[src/rtl/pfd_pkg.sv]
package pfd_pkg;
  typedef enum logic [1:0] {
    MODE_LO   = 2'b00,
    MODE_MID  = 2'b01,
    MODE_HI   = 2'b10,
    MODE_OPEN = 2'b11
  } pfd_mode_e;

  typedef struct packed {
    logic pump_en;
    logic cur_hi;
    logic clamp;
    logic mon_oe;
    logic mon_fb;
  } pfd_ctrl_t;
endpackage

[src/rtl/pfd_edge_det.sv]
module pfd_edge_det #(
  parameter int STAGES = 1
) (
  input  logic clk,
  input  logic rst_n,
  input  logic din,
  output logic lvl,
  output logic rise
);
  logic [STAGES:0] sh;

  always_ff @(posedge clk or negedge rst_n) begin
    if (!rst_n) sh <= '0;
    else        sh <= {sh[STAGES-1:0], din};
  end

  assign lvl  = sh[STAGES-1];
  assign rise = sh[STAGES-1] & ~sh[STAGES];
endmodule

[src/rtl/pfd_core.sv]
module pfd_core #(
  parameter int RST_DLY = 2
) (
  input  logic clk,
  input  logic rst_n,
  input  logic ref_rise,
  input  logic fb_rise,
  output logic up_q,
  output logic dn_q
);
  localparam int CW = (RST_DLY < 2) ? 1 : $clog2(RST_DLY);
  localparam logic [CW-1:0] LAST = CW'(RST_DLY - 1);

  logic [CW-1:0] cnt;

  always_ff @(posedge clk or negedge rst_n) begin
    if (!rst_n) begin
      up_q <= 1'b0;
      dn_q <= 1'b0;
      cnt  <= '0;
    end else if (up_q && dn_q) begin
      if (cnt == LAST) begin
        // Clear overlap; a coincident fresh edge wins over the clear.
        up_q <= ref_rise;
        dn_q <= fb_rise;
        cnt  <= '0;
      end else begin
        cnt <= cnt + 1'b1;
      end
    end else begin
      if (ref_rise) up_q <= 1'b1;
      if (fb_rise)  dn_q <= 1'b1;
      cnt <= '0;
    end
  end
endmodule

[src/rtl/pfd_mode_dec.sv]
module pfd_mode_dec
  import pfd_pkg::*;
(
  input  logic [1:0] mode,
  output pfd_ctrl_t  ctrl
);
  always_comb begin
    ctrl = '0;
    unique case (pfd_mode_e'(mode))
      MODE_LO:   ctrl.pump_en = 1'b1;
      MODE_HI: begin
        ctrl.pump_en = 1'b1;
        ctrl.cur_hi  = 1'b1;
      end
      MODE_MID: begin
        ctrl.mon_oe = 1'b1;
        ctrl.mon_fb = 1'b1;
      end
      MODE_OPEN: begin
        ctrl.clamp  = 1'b1;
        ctrl.mon_oe = 1'b1;
      end
      default: ctrl = '0;
    endcase
  end
endmodule

[src/rtl/pfd_pump_ctrl.sv]
module pfd_pump_ctrl
  import pfd_pkg::*;
#(
  parameter int RST_DLY     = 2,
  parameter int SYNC_STAGES = 1
) (
  input  logic       clk,
  input  logic       rst_n,
  input  logic       ref_div_i,
  input  logic       fb_div_i,
  input  logic [1:0] mode_i,
  output logic       pump_up_o,
  output logic       pump_dn_o,
  output logic       pump_en_o,
  output logic       cur_hi_o,
  output logic       filt_clamp_o,
  output logic       tmon_o,
  output logic       tmon_oe_o
);
  logic      ref_lvl, ref_rise, fb_lvl, fb_rise;
  logic      up_q, dn_q;
  pfd_ctrl_t ctrl;

  pfd_edge_det #(.STAGES(SYNC_STAGES)) u_ref_edge (
    .clk(clk), .rst_n(rst_n), .din(ref_div_i), .lvl(ref_lvl), .rise(ref_rise)
  );

  pfd_edge_det #(.STAGES(SYNC_STAGES)) u_fb_edge (
    .clk(clk), .rst_n(rst_n), .din(fb_div_i), .lvl(fb_lvl), .rise(fb_rise)
  );

  pfd_core #(.RST_DLY(RST_DLY)) u_core (
    .clk(clk), .rst_n(rst_n), .ref_rise(ref_rise), .fb_rise(fb_rise),
    .up_q(up_q), .dn_q(dn_q)
  );

  pfd_mode_dec u_dec (.mode(mode_i), .ctrl(ctrl));

  assign pump_en_o    = ctrl.pump_en;
  assign cur_hi_o     = ctrl.cur_hi;
  assign filt_clamp_o = ctrl.clamp;
  assign pump_up_o    = up_q & ctrl.pump_en;
  assign pump_dn_o    = dn_q & ctrl.pump_en;
  assign tmon_oe_o    = ctrl.mon_oe;
  assign tmon_o       = ctrl.mon_oe & (ctrl.mon_fb ? fb_lvl : ref_lvl);
endmodule

[config.mk]
export PLATFORM = sky130hd
export DESIGN_NAME = pfd_pump_ctrl
export DESIGN_NICKNAME = d
export VERILOG_FILES = /design/src/rtl/pfd_pkg.sv /design/src/rtl/pfd_edge_det.sv /design/src/rtl/pfd_core.sv /design/src/rtl/pfd_mode_dec.sv /design/src/rtl/pfd_pump_ctrl.sv
export SDC_FILE = /design/constraint.sdc
export NUM_CORES = 1
export LEC_CHECK = 0
export BUFFER_PORTS_ARGS = -buffer_cell sky130_fd_sc_hd__buf_2
export CAP_MARGIN = 0
export CORE_AREA = 2 2 39 41
export CTS_CLUSTER_SIZE = 20
export DETAILED_ROUTE_END_ITERATION = 8
export DIE_AREA = 0 0 41 43
export PLACE_DENSITY_LB_ADDON = 0.3
export SYNTH_ARGS = -nofsm -noshare
export SYNTH_HDL_FRONTEND = slang
export SYNTH_SLANG_ARGS = --single-unit
export TNS_END_PERCENT = 10
[constraint.sdc]
create_clock -name clk -period 0.9 [get_ports clk]
set_input_delay 0.045 -clock clk [delete_from_list [all_inputs] [get_ports clk]]
set_output_delay 0.045 -clock clk [all_outputs]
set_load 0.005 [all_outputs]
# ---- Yosys cells after proc, flatten, opt, wreduce, memory -nomap -nowiden
# Index checks and enable logic that the tools add are counted.
dict set report word_totals {
  reg_bits 7
  wordCells 39
  output_inout_bits 7
  inputBits 6
}
dict set report classes {
  eq_ne 4
  bitwise 7
  n_mux 14
  n_reduce_logical 8
  addsub 1
}
# cell n
set op_table {}
lappend op_table {{1-bit 2-to-1 mux} 14}
lappend op_table {{1-bit bitwise AND} 5}
lappend op_table {{2-bit equality test (second input constant)} 2}
lappend op_table {{2-bit AND reduction} 2}
lappend op_table {{2-bit nonzero test} 2}
lappend op_table {{2-bit OR reduction} 2}
lappend op_table {{2-bit by 1-bit equality test with 1-bit output (second input constant)} 1}
lappend op_table {{2-bit zero test} 1}
lappend op_table {{2-bit by 1-bit != test with 1-bit output (second input constant)} 1}
lappend op_table {{1-bit NOT} 2}
lappend op_table {{1-bit adder (second input constant)} 1}
lappend op_table {{1-bit logical AND} 1}

# ---- Depth between registers and ports, before layout
# Gate-level depths: netlist of run 1.
dict set report depth {
  word_depth 4
  depth_mapped 2
  ltp_nobuf 2
}

# ---- Modules after synthesis
# A second synthesis of run 1 with hierarchy kept.
dict set report unflattened {
  cells_unflattened 24
  hier_area_um2 287.8
}
# module seq_area_each_um2 area_per_inst_um2 cells_each n_inst
set by_module_without_submodules {}
lappend by_module_without_submodules {pfd_edge_det 50.0 63.8 3 2}
lappend by_module_without_submodules {pfd_core 75.1 105.1 9 1}
lappend by_module_without_submodules {pfd_pump_ctrl 0.0 28.8 4 1}
lappend by_module_without_submodules {pfd_mode_dec 0.0 26.3 5 1}

# ---- Worst setup path after synthesis of run 1
# No wires, ideal clock.
dict set report synth_path {
  path_kind {register to register}
  startpoint {register u_core.up_q}
  endpoint {register u_core.dn_q}
  n_path_buf 0
  required_time_ps 779
  slack_ps 217
  path_stages_with_launch 3
  arrival_time_ps 562
  setup_time_ps 121
  synth_period_minus_slack_ps 683
  cell_sequence {dfrtp_1 -> nand2_1 -> a22o_1}
}
dict set report synth_between {
  elab_chain_cells 3
  elab_cells_between_ends 5
}
# element line
set synth_rtl {}
lappend synth_rtl {{from (decl)} pfd_core.sv:8} ;# output logic up_q,
lappend synth_rtl {{from (signal assigned)} pfd_core.sv:24} ;# up_q <= ref_rise;
lappend synth_rtl {{1-bit logical AND *} pfd_core.sv:21} ;# end else if (up_q && dn_q) begin
lappend synth_rtl {{2-bit by 1-bit != test with 1-bit output (no source line) / 2-bit nonzero test (equally long branches)} n/a}
lappend synth_rtl {{2-bit AND reduction (no source line)} n/a}
lappend synth_rtl {{to (signal assigned)} pfd_core.sv:25} ;# dn_q <= fb_rise;
lappend synth_rtl {{to (decl)} pfd_core.sv:9} ;# output logic dn_q
# Mark *: on every way between the ends. The rest lies on a longest branch, timed or not.
# A chain may end at the register's enable or synchronous reset.

# ---- Worst setup path in the final report of run 1
dict set report layout_path {
  startpoint {register u_ref_edge.sh[0]}
  endpoint {output tmon_o}
}
dict set report layout_between {
  elab_chain_cells 2
}
# element line
set layout_rtl {}
lappend layout_rtl {{from (decl)} pfd_edge_det.sv:10} ;# logic [STAGES:0] sh;
lappend layout_rtl {{from (signal assigned)} pfd_edge_det.sv:14} ;# else sh <= {sh[STAGES-1:0], din};
lappend layout_rtl {{1-bit 2-to-1 mux} pfd_pump_ctrl.sv:45} ;# assign tmon_o = ctrl.mon_oe & (ctrl.mon_fb ? fb_lvl : ref_lvl);
lappend layout_rtl {{1-bit bitwise AND} pfd_pump_ctrl.sv:45}
lappend layout_rtl {{to (decl)} pfd_pump_ctrl.sv:17} ;# output logic tmon_o,
# Every way passes these cells.

==> results of run 1 <==
==> how the worst max path moves through the flow <==
stage                       end  slack [ns]  cells after the start
floorplan           u_core.dn_q        0.22                      2
global placement         tmon_o        0.14                      3
detailed placement       tmon_o        0.14                      3
CTS                      tmon_o       -0.11                      3
global route             tmon_o       -0.16                      3
finish                   tmon_o       -0.08                      3
==> flip-flops by register name, summed over array words and instances, names as in the netlist <==
signal,count
u_fb_edge.sh,2
u_ref_edge.sh,2
u_core.cnt,1
u_core.dn_q,1
u_core.up_q,1
==> cell usage in the layout (no fill, tap or decap) <==
cell and n:
sky130_fd_sc_hd__a22o_1 2, sky130_fd_sc_hd__mux2i_1 1, sky130_fd_sc_hd__buf_2 11, sky130_fd_sc_hd__nand2_1 3
sky130_fd_sc_hd__and2b_2 3, sky130_fd_sc_hd__buf_4 5, sky130_fd_sc_hd__dfrtp_1 7, sky130_fd_sc_hd__dlygate4sd3_1 3
sky130_fd_sc_hd__and2_2 1, sky130_fd_sc_hd__clkinv_2 1, sky130_fd_sc_hd__buf_6 1, sky130_fd_sc_hd__clkbuf_4 3
sky130_fd_sc_hd__inv_1 3, sky130_fd_sc_hd__nor2_1 2
==> cell type report <==
class	count	area [um^2]
clock buffers	3	22.5
repair buffers	20	134
inverters	3	11.3
fillers	140	936
well taps	16	20.0
clock inverters	1	5.00
flip-flops and latches	7	175
multi-input cells	12	80.1
==> cells by family after synthesis <==
logic type,after synthesis
AND/OR/NAND/NOR,9
flip-flops,7
buffers and inverters,4
AO/OA/AOI/OAI,2
multiplexers,1
==> worst max-delay path: stages, from the launching register on <==
cell and delay [ns]:
sky130_fd_sc_hd__dfrtp_1 0.38, sky130_fd_sc_hd__mux2i_1 0.14, sky130_fd_sc_hd__nor2_1 0.05, sky130_fd_sc_hd__buf_2 0.12
==> power breakdown <==
group	switching, mW	internal, mW
combinational	0.112	0.184
sequential	0.0350	0.387
clock	0.123	0.163
total	0.270	0.733
==> per-stage QoR <==
step	utilization [%]	std cells	instance area, um^2	TNS, ns
detailed placement	25.0	50	347	0
finish	32.4	62	448	-0.273
global placement	25.0	50	347	0
global route	32.4	62	448	-0.469
CTS	31.4	61	434	-0.282
floorplan	-	23	270	0
==> layer usage <==
layer,vias up,routed length (um),global-route usage [%]
met5,-,0,0
met2,15,242,12.2
li1,116,-,-
met1,105,226,6.69
met3,0,57,6.28
met4,0,0,4.00
==> what timing repair did <==
action	CTS	global route
setup buffers	4	1
hold endpoints to repair	9	0
endpoints found under the setup margin	3	3
gates resized for setup	0	1
pin swaps	0	0
hold buffers	3	0
==> results.md, run 1 <==
Yosys:
- The most frequent cell after synthesis is sky130_fd_sc_hd__dfrtp_1.
- In this run, synthesis produced a sequential element count of 7.
- By count the netlist is led by 7 x sky130_fd_sc_hd__dfrtp_1, 3 x sky130_fd_sc_hd__and2b_2, 3 x sky130_fd_sc_hd__inv_1, 3 x sky130_fd_sc_hd__nand2_1.
- The main combinational cell family by area after synthesis is simple AND/OR/NAND/NOR gates.
- The synthesized net count is 29.
- Summing the areas of all xor and xnor instances in the mapped netlist gives 0% of the synthesized area.
- The number of enable flip-flop cells after synthesis is 0.
- The portion of synthesized cell area occupied by the leading cell type is between 60 and 70%.
- The total of warnings raised by yosys is 0.
- After Yosys synthesis, and, or, nand and nor cells account for 19.4% of the synthesized area.
- The share of the Yosys chip area taken by registers is between 60% and 70%.
- Ranked by total cell area, the synthesized netlist is headed by sky130_fd_sc_hd__dfrtp_1 65%, sky130_fd_sc_hd__and2b_2 9.7%, sky130_fd_sc_hd__a22o_1 6.5%.
- Yosys mapped the design onto 9 distinct sky130hd cell types.
- In the synthesized netlist the async set-or-reset flop fraction comes to between 90% and 100%.
- A synthesized cell averages roughly 12 um^2.
- The post-synthesis instance area is around 270 um^2.
- The post-synthesis share of cell area spent on full adders, half adders and majority gates is 0%.
- The multiplexer fraction of the synthesized cell area is ~3.7%.
- For this run, the leading register cell type out of synthesis is sky130_fd_sc_hd__dfrtp_1.
- Counting every instance in the synthesized netlist gives 23.
- The leading area contributor after synthesis is sky130_fd_sc_hd__dfrtp_1.
- Summing the areas of all compound-gate instances in the mapped netlist gives under 10% of the synthesized area.

Route:
- The length of the first detailed-routing pass in iterations is 1.
- Dividing the detail-routed via count by the number of cells gives between 3 and 4.
- The detailed router finished its first iteration with 0 violations.
- The count of nets left with antenna violations after detail routing is 0.
- Across all layers, the routed design uses between 200 and 250 vias.
- For this run, design rule violations remaining after detail routing come to 0.
- The final wirelength is between 500 and 600 um.
- The post-detailed-route wirelength per cell is around 8.5 um.

Floorplan:
- The die is approximately 43 um tall.
- The die is between 40 and 50 um wide.
- Once the floorplan was initialized, standard cells occupied approximately 20% of the core.
- The area of the core region is between 1000 and 1500 um^2.
- In this run the count of I/O pins placed on the die edge is 13.
- The overall die area is between 1500 and 2000 um^2.
- The number of rows created at floorplan is 14.

Pwr:
- The leakage power is between 0.2 and 0.25 nW.
- Overall power consumption after layout is estimated at about 1 mW.
- The power density relative to cell area is about 2200 nW/um^2.
- The largest voltage drop on the vdd net is around 0.86 mV.

CTS:
- Counting every sink on the clock net gives 7.
- The clock slew seen by the registers of the worst setup and hold paths is approximately 0.06 ns.
- The maximum buffer depth of the clock tree is 2.
- The TritonCTS clock tree is yes.
- The number of buffers created by CTS is 3.
- Clock tree synthesis selected as its root buffer the cell sky130_fd_sc_hd__clkbuf_4.
- CTS built an H-tree with a depth of 1.
- For the worst-skew pair, the clock arrives at the later sink with an insertion delay of 0.26 ns.

Critical path:
- The reg-to-reg setup timing slack is -0.06 ns.
- The worst register-to-register path has a depth of 3.
- The end of the worst register-to-register path is u_core.dn_q.
- The critical path is of the register to output port type.
- The sort of element at the end of the critical path is an output port.
- The startpoint identified for the worst register-to-register timing path is u_fb_edge.sh[0].
- The worst setup path is launched from a register.
- Tracing the worst setup path back leads to its startpoint at u_ref_edge.sh[0].
- Data on the critical path is required at its endpoint by ~0.85 ns.
- Data arrives at the worst endpoint at 0.94 ns.
- Along the worst path, the maximum fanout reaches 2.

Timing:
- The count of final hold-check violations is 0.
- The share of the clock period used by the worst path is 109%.
- Setup repair after global routing could not meet its margin everywhere.
- Static timing analysis puts the maximum clock frequency at just over 1 GHz.
- The setup slack of the critical path after layout is -0.0830 ns.
- The smallest clock period supported by the final layout is computed as a little under 1 ns.
- At the pin with the least slew margin, the transition time is 0.122 ns.
- Between clock sinks in the finished design, the worst skew comes to about 0.007 ns.
- The worst hold-check slack is about 0.14 ns.
- Setup violations remaining at the end of the flow were counted as 4.
- The total count of max-transition violations in the final report is 0.
- The worst slew margin relative to its limit is between 90% and 100%.

Placement:
- The routability-driven placement congestion ratio is between 0.6 and 0.7.
- The worst slack at placement is 0.143 ns.
- Summed over all nets, the half-perimeter wirelength after detailed placement is between 300 and 400 um.
- Port buffering added 12 buffers.

Global routing:
- Entering global routing, the biggest net connects 8 pins.
- For this run the aggregate overflow at the end of global routing stands at 0.
- The number of global-route vias before repair is between 200 and 250.
- The number of antenna violations at the first check in global routing is 0.
- The total global-route track usage is ~7.8%.
- The wire length of the first global-routing pass is 841 um.

Finish:
- The final net count is 53.
- The repair_antennas step left the layout with diodes totalling 0.
- Relative to the synthesized area, the layout overhead comes to 65.7%.
- The post-route netlist has ~54% of its cells at a drive strength greater than 1.

Worst hold path:
- The kind of path behind the tightest hold check is input port to asynchronous set/reset pin.

Status:
- The flow ran to the end, but the final reports show violations.
- The checks that failed: negative setup slack.

Run:
- The tool flagged a number of max-cap violations equal to 0.
Power figures use the tool's default switching activity.
==> run 2: changes to the inputs <==
--- a/config.mk
+++ b/config.mk
@@ -8,10 +8,13 @@
 export BUFFER_PORTS_ARGS = -buffer_cell sky130_fd_sc_hd__buf_2
 export CAP_MARGIN = 0
 export CORE_AREA = 2 2 39 41
+export CTS_BUF_LIST = sky130_fd_sc_hd__clkbuf_16
 export CTS_CLUSTER_SIZE = 20
 export DETAILED_ROUTE_END_ITERATION = 8
 export DIE_AREA = 0 0 41 43
 export PLACE_DENSITY_LB_ADDON = 0.3
+export SETUP_SLACK_MARGIN = 0.05
+export SKIP_LAST_GASP = 1
 export SYNTH_ARGS = -nofsm -noshare
 export SYNTH_HDL_FRONTEND = slang
 export SYNTH_SLANG_ARGS = --single-unit
==> results.md, run 2 (synthesis results as in run 1) <==
Critical path:
- The class of the most critical setup path is register to output port (unchanged).
- The number of buffers and inverters on the critical path was 1 (unchanged).
- The required time reported for the critical path endpoint is 0.85 ns (about the same).
- The stage delay of the slowest cell on the critical path is 0.38 ns (about the same).
- Cell Chain, Critical Path: mux2i_1 > nor2_1 > buf_2 (unchanged).
- The maximum fanout along the worst path is 2 (unchanged).
- The data arrival time of the critical path is 0.91 ns (was 0.94 ns).
- The sort of element at the end of the critical path was an output port (unchanged).
- The kind of cell adding the most delay to the critical path is flip-flops (unchanged).
- The critical path launch point type is a register (unchanged).
- The critical-path cell with the highest stage delay is sky130_fd_sc_hd__dfrtp_1 (unchanged).

Timing:
- The minimum period implied by the final worst setup slack came to 0.954 ns (was 0.983 ns).
- The timing-limited maximum frequency came to 1.05 GHz (was 1.02 GHz).
- The count of final hold-check violations is 0 (unchanged).
- The worst hold-check slack was 0.181 ns (was 0.144 ns).
- The setup slack of the critical path after layout is -0.0535 ns (was -0.0830 ns).
- The worst clock skew on the final layout came to 0.00227 ns (was 0.00688 ns).
- The measured slew at the worst slew-check pin is 0.168 ns (was 0.122 ns).
- The total count of max-transition violations in the final report came to 0 (unchanged).
- The number of setup violations in the final report is 3 (was 4).
- The worst slew margin relative to its limit is 88.8% (was 91.6%).
- The share of the clock period used by the worst path is 106% (was 109%).
- Setup repair after global routing missed its margin: yes (unchanged).

Route:
- The DRC violation count after routing is 0 (unchanged).
- The count of nets left with antenna violations after detail routing is 0 (unchanged).
- The number of vias per cell is 3.80 (was 3.81).
- The final wirelength is 542 um (was 525 um).
- The number of vias after detailed routing was 232 (was 236).
- The iteration-0 DRC count of the detailed router was 1 (was 0).
- The length of the first detailed-routing pass in iterations is 3 (was 1).
- The post-detailed-route wirelength per cell is 8.89 um (was 8.47 um).

Finish:
- The most common cell after layout, fill and taps aside is sky130_fd_sc_hd__buf_2 (unchanged).
- Largest regs: u_fb_edge.sh x2, u_ref_edge.sh x2 (unchanged).
- The final design area excluding fillers is 487 um^2 (was 448 um^2).
- The share of post-route cells with drive strength above 1 is 53.3% (was 54.3%).
- The number of standard cells in the layout, taps in and fillers out came to 61 (was 62).
- Commonest non-fill, non-tap cells in the layout: 12 x sky130_fd_sc_hd__buf_2, 7 x sky130_fd_sc_hd__dfrtp_1, 4 x sky130_fd_sc_hd__buf_4 (was 11 x sky130_fd_sc_hd__buf_2, 7 x sky130_fd_sc_hd__dfrtp_1, 5 x sky130_fd_sc_hd__buf_4).
- The end-of-flow core utilization is 35.2% (was 32.4%).
- The antenna diode instance count is 0 (unchanged).
- The final net count is 52 (was 53).
- The synthesis-to-finish area growth is 80.1% (was 65.7%).

Global routing:
- The busiest layer in global routing is met2 (unchanged).
- The wire length of the first global-routing pass came to 828 um (was 841 um).
- The met2 track demand over resource is 10.9% (was 12.2%).
- The number of global-route vias before repair is 228 (was 233).
- The maximum number of pins on one net before global-route repair is 8 (unchanged).
- The met1 usage was 6.95% (was 6.69%).
- The total congestion overflow after global routing was 0 (unchanged).
- The total global-route track usage is 8.11% (was 7.83%).
- The met3 demand-to-capacity share in global routing was 6.28% (unchanged).
- The number of antenna violations at the first check in global routing is 0 (unchanged).

Status:
- Violated checks: negative setup slack (unchanged).
- Run status: finished, violations left (unchanged).

Floorplan:
- The number of rows created at floorplan was 14 (unchanged).
- The count of pins on the block boundary is 13 (unchanged).
- The overall die width is 41 um (unchanged).
- The starting density of the core came to 19.5% (unchanged).
- The area of the core region was 1380 um^2 (unchanged).
- The die outline height is 43 um (unchanged).
- The overall die area is 1760 um^2 (unchanged).

CTS:
- The number of buffers created by CTS was 3 (unchanged).
- The root buffer cell is sky130_fd_sc_hd__clkbuf_16 (was sky130_fd_sc_hd__clkbuf_4).
- The clock net sink count came to 7 (unchanged).
- The clock slew seen by the registers of the worst setup and hold paths was 0.04 ns (was 0.06 ns).
- The post-cts gate resize count is 0 (unchanged).
- The insertion delay of the later-clocked pin in the worst-skew pair is 0.23 ns (was 0.26 ns).
- The count of H-tree levels built during CTS came to 1 (unchanged).
- The TritonCTS clock tree is yes (unchanged).
- The maximum buffer depth of the clock tree came to 2 (unchanged).

Run:
- The number of maximum-capacitance violations is 0 (unchanged).

Pwr:
- The power density relative to cell area is 2970 nW/um^2 (was 2240 nW/um^2).
- The leakage power is 0.265 nW (was 0.248 nW).
- The largest voltage drop on the vdd net came to 1.50 mV (was 0.859 mV).

Worst hold path:
- The kind of path behind the tightest hold check is input port to asynchronous set/reset pin (unchanged).

Placement:
- The number of cells after detailed placement is 50 (unchanged).
- The port buffer count was 12 (unchanged).
- The routability-driven placement congestion ratio is 0.604 (unchanged).
- The area after detailed placement is 347 um^2 (unchanged).
- The half-perimeter wire length after detailed placement is 340 um (unchanged).
- The worst slack at placement is 0.143 ns (unchanged).
==> run 2: cell types whose count changed in the layout (fill, tap and decap cells not counted) <==
cell | previous run | this run
sky130_fd_sc_hd__buf_2 | 11 | 12
sky130_fd_sc_hd__buf_4 | 5 | 4
sky130_fd_sc_hd__clkbuf_4 | 3 | 0
sky130_fd_sc_hd__buf_6 | 1 | 0
sky130_fd_sc_hd__clkbuf_16 | 0 | 3
==> run 2: metal layers <==
metal / up-vias / part of all wire, %
li1: 115 / -
met1: 102 / 44
met2: 15 / 45
met3: 0 / 11
met4: 0 / 0
met5: - / 0
==> run 2: where the power goes <==
group	total [mW]	switching [mW]	internal [mW]
registers	0.423	0.0347	0.388
clock network	0.746	0.164	0.582
logic	0.275	0.108	0.167
==> run 2: stage by stage <==
stage / power (mW) / setup TNS, ns
2_1_floorplan: 0.550 / 0
3_3_place_gp: 0.627 / 0
3_5_place_dp: 0.630 / 0
4_1_cts: 1.47 / -0.164
5_1_grt: 1.54 / -0.268
6_report: 1.44 / -0.129
==> run 2: area by class of cell <==
cell class / instances / area [um^2]
sequential: 7 / 175
inverter: 3 / 11.3
clock inverter: 1 / 5.00
fill: 134 / 897
tap: 16 / 20.0
multi-input combinational: 12 / 80.1
clock buffer: 3 / 75.1
timing repair buffer: 19 / 120
==> run 2: repair_timing <==
action | 4_1_cts | 5_1_grt
pin swaps | 0 | 0
endpoints found under the setup margin | 3 | 5
setup buffers | 4 | 0
hold buffers | 3 | 0
hold endpoints to repair | 9 | 0
gates cloned | 0 | 0
==> run 2: path summary, 6_finish.rpt <==
check	startpoint	to	slack, ns	depth (start not counted)
worst max-delay path	u_fb_edge.sh[0]	tmon_o	-0.05	3
worst min-delay path	rst_n	u_core.cnt	0.18	2
worst max register to register	u_fb_edge.sh[0]	u_core.dn_q	0.06	2
worst min register to register	u_core.cnt	u_core.cnt	0.44	1
max in group asynchronous	rst_n	u_core.up_q	0.56	2
min in group clk	mode_i[0]	tmon_oe_o	0.32	2
==> run 3: changes to the inputs <==
--- a/config.mk
+++ b/config.mk
@@ -12,7 +12,7 @@
 export CTS_CLUSTER_SIZE = 20
 export DETAILED_ROUTE_END_ITERATION = 8
 export DIE_AREA = 0 0 41 43
-export PLACE_DENSITY_LB_ADDON = 0.3
+export PLACE_DENSITY = 0.45
 export SETUP_SLACK_MARGIN = 0.05
 export SKIP_LAST_GASP = 1
 export SYNTH_ARGS = -nofsm -noshare
==> results.md, run 3 (synthesis results as in run 1) <==
Status:
- Run status: finished, violations left (unchanged).
- Violated checks: negative setup slack (unchanged).

Critical path:
- Cell Chain, Critical Path: and2b_2 > buf_2 (was mux2i_1 > nor2_1 > buf_2).
- The number of cells on the worst reg-to-reg path is 2 (unchanged).
- The required time reported for the critical path endpoint is 0.85 ns (about the same).
- The stage delay of the slowest cell on the critical path is 0.37 ns (was 0.38 ns).
- The critical path launch point type is a register (unchanged).
- The number of buffers and inverters on the critical path is 1 (unchanged).
- The end of the worst register-to-register path is u_core.dn_q (unchanged).
- The critical register-to-register path startpoint is u_fb_edge.sh[0] (unchanged).
- The data arrival time of the critical path came to 0.90 ns (was 0.91 ns).
- The class of the most critical setup path is register to output port (unchanged).
- The critical-path cell with the highest stage delay is sky130_fd_sc_hd__dfrtp_1 (unchanged).
- The reg-to-reg setup timing slack is 0.07 ns (was 0.06 ns).
- The maximum fanout along the worst path is 2 (unchanged).
- The kind of cell adding the most delay to the critical path is flip-flops (unchanged).
- The sort of element at the end of the critical path is an output port (unchanged).

Route:
- The number of vias after detailed routing is 231 (was 232).
- The count of nets left with antenna violations after detail routing is 0 (unchanged).
- The final wirelength was 527 um (was 542 um).
- The length of the first detailed-routing pass in iterations is 2 (was 3).
- The number of vias per cell is 3.79 (was 3.80).
- The post-detailed-route wirelength per cell was 8.64 um (was 8.89 um).
- The DRC violation count after routing came to 0 (unchanged).
- The iteration-0 DRC count of the detailed router came to 3 (was 1).

CTS:
- The clock net sink count is 7 (unchanged).
- The insertion delay of the later-clocked pin in the worst-skew pair is 0.23 ns (about the same).
- The count of H-tree levels built during CTS is 1 (unchanged).
- The root buffer cell is sky130_fd_sc_hd__clkbuf_16 (unchanged).
- The TritonCTS clock tree is yes (unchanged).
- The post-cts gate resize count is 0 (unchanged).
- The number of buffers created by CTS was 3 (unchanged).
- The clock slew seen by the registers of the worst setup and hold paths is 0.03 ns (was 0.04 ns).
- The maximum buffer depth of the clock tree was 2 (unchanged).

Global routing:
- The total congestion overflow after global routing came to 0 (unchanged).
- The number of global-route vias before repair is 208 (was 228).
- The total global-route track usage was 7.21% (was 8.11%).
- The maximum number of pins on one net before global-route repair is 8 (unchanged).
- The number of antenna violations at the first check in global routing is 0 (unchanged).
- The wire length of the first global-routing pass is 814 um (was 828 um).

Timing:
- The minimum period implied by the final worst setup slack is 0.949 ns (was 0.954 ns).
- Setup repair after global routing missed its margin: yes (unchanged).
- The timing-limited maximum frequency is 1.05 GHz (about the same).
- The worst slew margin relative to its limit was 91.6% (was 88.8%).
- The measured slew at the worst slew-check pin is 0.122 ns (was 0.168 ns).
- The setup slack of the critical path after layout is -0.0486 ns (was -0.0535 ns).
- The share of the clock period used by the worst path is 105% (was 106%).
- The worst hold-check slack is 0.174 ns (was 0.181 ns).
- The worst clock skew on the final layout came to 0.000864 ns (was 0.00227 ns).
- The number of setup violations in the final report is 3 (unchanged).
- The count of final hold-check violations is 0 (unchanged).
- The total count of max-transition violations in the final report is 0 (unchanged).

Finish:
- The final design area excluding fillers is 485 um^2 (was 487 um^2).
- The share of post-route cells with drive strength above 1 is 51.1% (was 53.3%).
- The final net count is 52 (unchanged).
- Commonest non-fill, non-tap cells in the layout: 12 x sky130_fd_sc_hd__buf_2, 7 x sky130_fd_sc_hd__dfrtp_1, 4 x sky130_fd_sc_hd__inv_1, 4 x sky130_fd_sc_hd__buf_4 (was 12 x sky130_fd_sc_hd__buf_2, 7 x sky130_fd_sc_hd__dfrtp_1, 4 x sky130_fd_sc_hd__buf_4).
- The antenna diode instance count came to 0 (unchanged).
- The most common cell after layout, fill and taps aside was sky130_fd_sc_hd__buf_2 (unchanged).
- The synthesis-to-finish area growth came to 79.6% (was 80.1%).
- Largest regs: u_fb_edge.sh x2, u_ref_edge.sh x2 (unchanged).
- The filler cell count was 143 (was 134).

Pwr:
- The clock network fraction of total power is 51.0% (was 51.6%).
- The net switching share of the total power is 20.9% (was 21.2%).
- The combinational group share of total power is 19.2% (was 19.1%).
- The leakage power is 0.266 nW (was 0.265 nW).
- The net switching power is 0.300 mW (was 0.307 mW).
- The power density relative to cell area was 2950 nW/um^2 (was 2970 nW/um^2).
- The largest voltage drop on the vdd net is 1.44 mV (was 1.50 mV).
- The sequential fraction of design power was 29.8% (was 29.3%).
- The cell internal power dissipation was 1.13 mW (was 1.14 mW).

Floorplan:
- The number of rows created at floorplan is 14 (unchanged).
- The overall die area is 1760 um^2 (unchanged).
- The area of the core region is 1380 um^2 (unchanged).
- The count of pins on the block boundary is 13 (unchanged).
- The overall die width is 41 um (unchanged).
- The starting density of the core is 19.5% (unchanged).
- The die outline height is 43 um (unchanged).

Placement:
- The half-perimeter wire length after detailed placement is 360 um (was 340 um).
- The area after detailed placement is 347 um^2 (unchanged).
- The port buffer count is 12 (unchanged).
- The routability-driven placement congestion ratio came to 0.600 (was 0.604).

Run:
- The number of maximum-capacitance violations is 0 (unchanged).

Worst hold path:
- The kind of path behind the tightest hold check is input port to asynchronous set/reset pin (unchanged).
## run 3: cell types whose count changed in the layout (fill, tap and decap cells not counted)
cell | before | now
sky130_fd_sc_hd__clkinv_2 | 1 | 0
sky130_fd_sc_hd__inv_1 | 3 | 4
## run 3: final cells by class
type	instances	area (um^2)	area share (%)
inverters	3	11.3	2.32
well taps	16	20.0	4.12
clock inverters	1	3.75	0.773
multi-input cells	12	80.1	16.5
repair buffers	19	120	24.7
clock buffers	3	75.1	15.5
flip-flops and latches	7	175	36.1
## run 3: per-layer routing
layer	wire [um]	GRT usage, %	up-vias
li1	-	-	113
met1	225	8.33	101
met2	217	9.69	15
met3	67	4.71	2
met4	16	4.00	0
met5	0	0	-
## run 3: power groups by stage
| stage | clock network, mW | registers, mW | logic (mW) |
|---|---|---|---|
| after floorplan | 0 | 0.437 | 0.113 |
| after global placement | 0 | 0.448 | 0.177 |
| after detailed placement | 0 | 0.453 | 0.178 |
| after CTS | 0.744 | 0.428 | 0.282 |
| after global routing | 0.767 | 0.435 | 0.316 |
| final | 0.731 | 0.427 | 0.275 |
## run 3: how the worst max path moves through the flow
stage                     start     endpoint  slack (ns)  depth (start not counted)
2_1_floorplan       u_core.up_q  u_core.dn_q        0.22                          2
5_1_grt        u_ref_edge.sh[0]       tmon_o       -0.09                          3
3_3_place_gp        u_core.dn_q    pump_dn_o        0.16                          2
3_5_place_dp        u_core.dn_q    pump_dn_o        0.15                          2
4_1_cts        u_ref_edge.sh[0]       tmon_o       -0.06                          3
6_report            u_core.up_q    pump_up_o       -0.05                          2
## run 3: what timing repair did
item                       4_1_cts  5_1_grt
setup buffers                    4        0
hold buffers                     3        0
setup endpoints to repair        3        4
hold endpoints to repair         9        0
gates cloned                     0        0
## run 3: per-stage QoR
stage,worst slack (ns),util (%),instances,setup TNS [ns],total power [mW]
final,-0.0486,35.1,61,-0.137,1.43
after global routing,-0.0881,35.1,61,-0.230,1.52
after CTS,-0.0587,35.1,61,-0.163,1.45
after detailed placement,0.150,25.0,50,0,0.631
after global placement,0.160,25.0,50,0,0.625
after floorplan,0.217,-,23,0,0.550
